File: src/rtl/gpio_irq_pkg.sv
package gpio_irq_pkg;
  localparam int unsigned LINES      = 32;
  localparam int unsigned GROUP_SIZE = 8;
  localparam int unsigned ADDR_W     = 8;
  localparam logic [ADDR_W-1:0] OFS_SYNC  = 8'h10;
  localparam logic [ADDR_W-1:0] OFS_CAUSE = 8'h14;
  localparam logic [ADDR_W-1:0] OFS_EMASK = 8'h18;
  localparam logic [ADDR_W-1:0] OFS_LMASK = 8'h1C;
endpackage

File: src/rtl/gpio_in_stage.sv
module gpio_in_stage #(
  parameter int unsigned W      = 32,
  parameter int unsigned STAGES = 2
) (
  input  logic         clk,
  input  logic         rst_n,
  input  logic [W-1:0] raw_i,
  output logic [W-1:0] level_o,
  output logic [W-1:0] rise_o
);
  logic [STAGES-1:0][W-1:0] sync_q;
  logic [W-1:0]             prev_q;

  always_ff @(posedge clk or negedge rst_n) begin
    if (!rst_n) sync_q[0] <= '0;
    else        sync_q[0] <= raw_i;
  end

  for (genvar s = 1; s < STAGES; s++) begin : g_sync
    always_ff @(posedge clk or negedge rst_n) begin
      if (!rst_n) sync_q[s] <= '0;
      else        sync_q[s] <= sync_q[s-1];
    end
  end

  always_ff @(posedge clk or negedge rst_n) begin
    if (!rst_n) prev_q <= '0;
    else        prev_q <= sync_q[STAGES-1];
  end

  assign level_o = sync_q[STAGES-1];
  assign rise_o  = sync_q[STAGES-1] & ~prev_q;
endmodule

File: src/rtl/gpio_irq_regs.sv
module gpio_irq_regs
  import gpio_irq_pkg::*;
#(
  parameter int unsigned W = 32
) (
  input  logic              clk,
  input  logic              rst_n,
  input  logic              wr_i,
  input  logic [ADDR_W-1:0] addr_i,
  input  logic [W-1:0]      wdata_i,
  input  logic [W-1:0]      rise_i,
  input  logic [W-1:0]      level_i,
  output logic [W-1:0]      cause_o,
  output logic [W-1:0]      emask_o,
  output logic [W-1:0]      lmask_o,
  output logic [W-1:0]      rdata_o
);
  logic [W-1:0] cause_q, emask_q, lmask_q;
  logic [W-1:0] keep_mask;

  always_comb begin
    keep_mask = '1;
    if (wr_i && addr_i == OFS_CAUSE) keep_mask = wdata_i;
  end

  always_ff @(posedge clk or negedge rst_n) begin
    if (!rst_n) begin
      cause_q <= '0;
      emask_q <= '0;
      lmask_q <= '0;
    end else begin
      cause_q <= (cause_q & keep_mask) | rise_i;
      if (wr_i && addr_i == OFS_EMASK) emask_q <= wdata_i;
      if (wr_i && addr_i == OFS_LMASK) lmask_q <= wdata_i;
    end
  end

  always_comb begin
    case (addr_i)
      OFS_SYNC:  rdata_o = level_i;
      OFS_CAUSE: rdata_o = cause_q;
      OFS_EMASK: rdata_o = emask_q;
      OFS_LMASK: rdata_o = lmask_q;
      default:   rdata_o = '0;
    endcase
  end

  assign cause_o = cause_q;
  assign emask_o = emask_q;
  assign lmask_o = lmask_q;
endmodule

File: src/rtl/gpio_irq_summary.sv
module gpio_irq_summary #(
  parameter int unsigned W     = 32,
  parameter int unsigned GROUP = 8,
  localparam int unsigned NGRP = W / GROUP
) (
  input  logic            clk,
  input  logic            rst_n,
  input  logic [W-1:0]    req_i,
  output logic [NGRP-1:0] irq_o
);
  logic [NGRP-1:0] any_d;

  for (genvar g = 0; g < NGRP; g++) begin : g_grp
    assign any_d[g] = |req_i[g*GROUP +: GROUP];
  end

  always_ff @(posedge clk or negedge rst_n) begin
    if (!rst_n) irq_o <= '0;
    else        irq_o <= any_d;
  end
endmodule

File: src/rtl/gpio_irq_unit.sv
module gpio_irq_unit
  import gpio_irq_pkg::*;
#(
  parameter int unsigned SYNC_STAGES = 2,
  localparam int unsigned NGRP = LINES / GROUP_SIZE
) (
  input  logic              clk,
  input  logic              rst_n,
  input  logic [LINES-1:0]  line_in,
  input  logic              reg_wr,
  input  logic [ADDR_W-1:0] reg_addr,
  input  logic [LINES-1:0]  reg_wdata,
  output logic [LINES-1:0]  reg_rdata,
  output logic [NGRP-1:0]   irq_summary
);
  logic [LINES-1:0] level_w, rise_w, cause_w, emask_w, lmask_w, req_w;

  gpio_in_stage #(.W(LINES), .STAGES(SYNC_STAGES)) in_i (
    .clk(clk), .rst_n(rst_n), .raw_i(line_in),
    .level_o(level_w), .rise_o(rise_w)
  );

  gpio_irq_regs #(.W(LINES)) regs_i (
    .clk(clk), .rst_n(rst_n), .wr_i(reg_wr), .addr_i(reg_addr),
    .wdata_i(reg_wdata), .rise_i(rise_w), .level_i(level_w),
    .cause_o(cause_w), .emask_o(emask_w), .lmask_o(lmask_w),
    .rdata_o(reg_rdata)
  );

  assign req_w = (level_w & lmask_w) | (cause_w & emask_w);

  gpio_irq_summary #(.W(LINES), .GROUP(GROUP_SIZE)) sum_i (
    .clk(clk), .rst_n(rst_n), .req_i(req_w), .irq_o(irq_summary)
  );
endmodule

File: config.mk
export PLATFORM = sky130hd
export DESIGN_NAME = gpio_irq_unit
export DESIGN_NICKNAME = d
export VERILOG_FILES = /design/src/rtl/gpio_irq_pkg.sv /design/src/rtl/gpio_in_stage.sv /design/src/rtl/gpio_irq_regs.sv /design/src/rtl/gpio_irq_summary.sv /design/src/rtl/gpio_irq_unit.sv
export SDC_FILE = /design/constraint.sdc
export NUM_CORES = 1
export LEC_CHECK = 0
export CORE_MARGIN = 1
export CORE_UTILIZATION = 45
export CTS_CLUSTER_SIZE = 30
export DETAILED_ROUTE_END_ITERATION = 8
export DONT_BUFFER_PORTS = 1
export PLACE_DENSITY = 0.58
export SLEW_MARGIN = 20
export SYNTH_ARGS = -nofsm -noshare
export SYNTH_HDL_FRONTEND = slang
export SYNTH_SLANG_ARGS = --single-unit
export TNS_END_PERCENT = 10
File: constraint.sdc
create_clock -name clk -period 1.6 [get_ports clk]
set_input_delay 0.24 -clock clk [delete_from_list [all_inputs] [get_ports clk]]
set_output_delay 0.24 -clock clk [all_outputs]
set_load 0.01 [all_outputs]
---- Word level (Yosys, flattened, before mapping) ----
Cells that the tools add are included.
word-level totals
  register bits ........................... 196
  input port bits ......................... 75
  output and inout port bits .............. 36
  logic and storage cells ................. 27
operators by class
  eq/ne operators ......................... 4
  muxes and demuxes ....................... 2
  bitwise operators ....................... 7
  reductions and logical operators ........ 7
operators by type and width
  kind                                                                   count
  32-bit AND                                                             4
  32-bit case mux with 4 select lines                                    1
  32-bit bitwise OR                                                      2
  8-bit by 5-bit equality test with 1-bit output, second input constant  4
  32-bit two-way mux                                                     1
  32-bit NOT                                                             1
  8-bit OR reduction                                                     4
  1-bit logical AND                                                      3

---- Logic depth before layout (Yosys ltp) ----
  depth after elaboration ................. 5
  gate-level depth with buffers ........... 5
  gate-level depth less buffers ........... 3

---- Cells and area by module ----
A second synthesis with hierarchy kept.
second synthesis, totals
  cells, all modules ...................... 570
  area, all modules ....................... 8,421.8 um^2
modules (own cells, without submodules)
  module            times used  cells each  area each (um^2)  sequential area each (um^2)
  gpio_irq_regs     1           362         4,893.4           2,402.3
  gpio_in_stage     1           160         3,083.0           2,402.3
  gpio_irq_unit     1           32          280.3             0.0
  gpio_irq_summary  1           16          165.2             100.1

---- Worst setup path after synthesis ----
OpenSTA, ideal clock, no wires.
  path type ............................... input -> output
  from .................................... input port reg_addr[3]
  to ...................................... output port reg_rdata[4]
  arrival time ............................ 1,455 ps
  setup slack ............................. -95 ps
  stages .................................. 4
  path buffers ............................ 2
  cell sequence ........................... buf_4 > buf_2 > mux4_2 > and3_1
between the ends
  cells in the longest elaborated chain, start to end .. 2
ends and longest elaborated chain
  item                                            line                 text
  from (decl)                                     gpio_irq_unit.sv:11  input logic [ADDR_W-1:0] reg_addr,
  8-bit by 5-bit equality test with 1-bit output  gpio_irq_regs.sv:39  case (addr_i)
  32-bit case mux with 4 select lines *           gpio_irq_regs.sv:39
  to (decl)                                       gpio_irq_unit.sv:13  output logic [LINES-1:0] reg_rdata,
Mark *: on every way between the ends. The rest lies on a longest branch, timed or not.

---- Final worst setup path ----
  from .................................... register regs_i.emask_q[13] (netlist: regs_i.emask_o[13])
  to ...................................... output port reg_rdata[13]
between the ends
  cells in the longest elaborated chain, start to end .. 1
ends and longest elaborated chain
  item                                 line                 text
  from (decl)                          gpio_irq_regs.sv:18  logic [W-1:0] cause_q, emask_q, lmask_q;
  from (signal assigned)               gpio_irq_regs.sv:33  if (wr_i && addr_i == OFS_EMASK) emask_q <= wdata_i;
  32-bit case mux with 4 select lines  gpio_irq_regs.sv:39
Every way passes these cells.

==> metrics <==
Worst-Skew Late Latency 0.43 ns; placed instance area 0.00809 mm^2; worst reg2reg path depth 5; status finished, violations left; Core ar. ~0.017 mm^2; Routability Congestion 0.738; Final Skew 0.00927 ns; routed wire length 17900 um; vias in the first global route roughly 5300; Worst Path Max Fanout 3; first-pass GRT wire length 29000 um; FILL cells 1340; Placement Rows 47; IO buf count 0; largest net degree at the start of global routing 197; H-tree depth 4; syn_area_per_cell 15.0 um^2; Antenna Diode Count 0; setup tns final -5.19 ns; CP arrival roughly 1.6 ns; Seq/Total Area, Yosys 62.5%; CTS sink cnt 196; Yosys top cell by area dfrtp_1; commonest cells after routing, fill and taps aside dfrtp_1 (196), dlygate4sd3_1 (67), buf_4 (53); via count between 4000 and 5000; Total GRT Usage 21.3%; Yosys reg bits 196; P_leak 4.32 nW; synth top area cells dfrtp_1 (62%), mux4_2 (9.2%), mux2_4 (5.7%); final setup fails 32; area of the multi-input gates slightly below 0.003 mm^2; Yosys cell types 24; die width 134 um; reg2reg start in_i.level_o[7]; Final Max Slew Viols 0; DRC violations left 0; failing checks hold timing, setup timing; # nets final a little over 700; Non-Filler Cell Area, Final just under 0.01 mm^2; total grt overflow 0; area delta synth->final 25.9%; per-cell routed wire length 20.6 um; hold slack final -0.506 ns; startpoint types flip-flop; VDD IR max 993 uV; Ys Warns 0; Hold/Removal Path Class input pin to async pin; minimum clock period 1.79 ns; cell count after synthesis 522; Mapped Area 0.00785 mm^2; most common cell after layout, fill and taps aside dfrtp_1; io pins 111; Worst Max-Slew Pin Slew between 0.3 and 0.4 ns; root buf cell clkbuf_16; DP HPWL 10300 um; final hold vios between 150 and 200; worst r2r dst sum_i.irq_o[0]; PD cells 1060 mW/mm^2; Worst Setup Path Type flip-flop to output pin; die extent in y 134 um; DR pass1 iterations 4; Num CTS Buffers 17; Reg2Reg Setup Slack 0.14 ns; fmax 558 MHz; Initial Util between 40 and 50%; Tot Pwr between 10 and 15 mW; Clock Path Buffers 2; max incr delay on CP ~0.49 ns; critical path cell sequence mux4_2 -> and3_4; antenna-violating nets left 0; Slew Limit Headroom between 70% and 80%; CTS tree yes; initial antenna violation count 0; type of destination of the critical path output pin; Syn Nets 597; share of the synthesized area in the top cell type 62.5%; Die ar. 0.0180 mm^2; area occupied by registers slightly below 0.005 mm^2; fin crit share 112%; layout cell share with drive strength beyond 1 33.6%; Clock transition at path regs ~0.070 ns; vias per inst ~5.6; drt initial violations 217; fin util 58.8%; count of max-cap constraint violations 0; Setup WS post-layout -0.191 ns; Critical-path top delay cell mux4_2; RSZ-0062 raised after global routing yes; Critical Path RT 1.36 ns
-- metrics by stage --
| step | setup WS (ns) | std cells | hold WS (ns) |
|---|---|---|---|
| after floorplan | -0.0191 | 522 | -0.0556 |
| after global placement | 0.137 | 724 | -0.0497 |
| after detailed placement | 0.113 | 724 | -0.0498 |
| after CTS | -0.192 | 855 | -0.518 |
| after global routing | -0.235 | 871 | -0.523 |
| final | -0.191 | 871 | -0.506 |
-- worst max-delay path by stage --
stage | start | end | depth (start not counted)
after floorplan | reg_addr[2] | reg_rdata[4] | 4
after global placement | reg_addr[7] | regs_i.emask_o[3] | 5
after detailed placement | reg_addr[7] | regs_i.emask_o[6] | 5
after CTS | in_i.level_o[26] | reg_rdata[26] | 2
after global routing | regs_i.emask_o[7] | reg_rdata[7] | 2
final | regs_i.emask_o[13] | reg_rdata[13] | 2
-- timing repair --
item | 4_1_cts | 5_1_grt
endpoints found under the hold margin | 309 | 198
gates cloned | 0 | 0
gates resized for setup | 32 | 0
setup endpoints to repair | 32 | 32
hold buffers | 65 | 2
pin swaps | 3 | 0
setup buffers | 34 | 14
-- routing by layer --
layer | track usage (%) | part of all wire [%] | vias up
li1 | - | - | 2171
met1 | 28.2 | 44 | 2586
met2 | 34.7 | 50 | 124
met3 | 6.24 | 5.7 | 11
met4 | 5.06 | 0.72 | 0
met5 | 0 | 0 | -
-- registers in the layout (all words and copies together) (netlist names) --
signal,cells
regs_i.cause_o,32
in_i.sync_q,32
regs_i.emask_o,32
regs_i.lmask_o,32
in_i.prev_q,32
sum_i.irq_o,4
in_i.level_o,32
-- synthesized netlist by cell type --
| cell | count |
|---|---|
| nor2_1 | 31 |
| clkbuf_1 | 13 |
| nand4_1 | 4 |
| mux2_2 | 32 |
| o21ai_0 | 1 |
| o221ai_1 | 1 |
| nor3_1 | 31 |
| and3_1 | 33 |
| inv_1 | 2 |
| buf_6 | 6 |
| nand3_4 | 1 |
| dfrtp_1 | 196 |
| nor4_4 | 1 |
| mux2_1 | 2 |
| mux4_2 | 32 |
| a21oi_1 | 31 |
| a22o_1 | 16 |
| buf_4 | 1 |
| buf_2 | 7 |
| nor2b_1 | 33 |
| a221oi_1 | 16 |
| and4_1 | 1 |
| mux2_4 | 30 |
| nand4_4 | 1 |
-- kinds of logic (layout without fill, tap and decap cells) --
kind of cell,Yosys count,after routing,synth area share (%)
flops,196,196,62.5
compound gates,65,65,5.72
mux,96,96,19.8
buf+inv,29,158,2.12
simple gates,136,136,9.91
-- final cells by class --
type | count | share of cell area (%)
clock buffer | 18 | 4.44
clock inverter | 14 | 1.72
multi-input combinational | 297 | 29.8
sequential | 196 | 49.6
tap | 220 | 2.78
timing repair buffer | 124 | 11.6
inverter | 2 | 0.0759
-- critical path: cells and delay by family, from the launching register on --
| kind | cells | cell delay [ns] |
|---|---|---|
| muxes | 1 | 0.49 |
| DFF | 1 | 0.41 |
| and+or+nand+nor | 1 | 0.22 |
-- where the power goes --
| group | switching, mW | internal [mW] | leakage (nW) |
|---|---|---|---|
| combinational | 0.248 | 0.469 | 1.70 |
| clock | 2.00 | 2.40 | 0.287 |
| sequential | 0.150 | 5.19 | 2.33 |
| total | 2.40 | 8.06 | 4.32 |
Power figures use the tool's default switching activity.
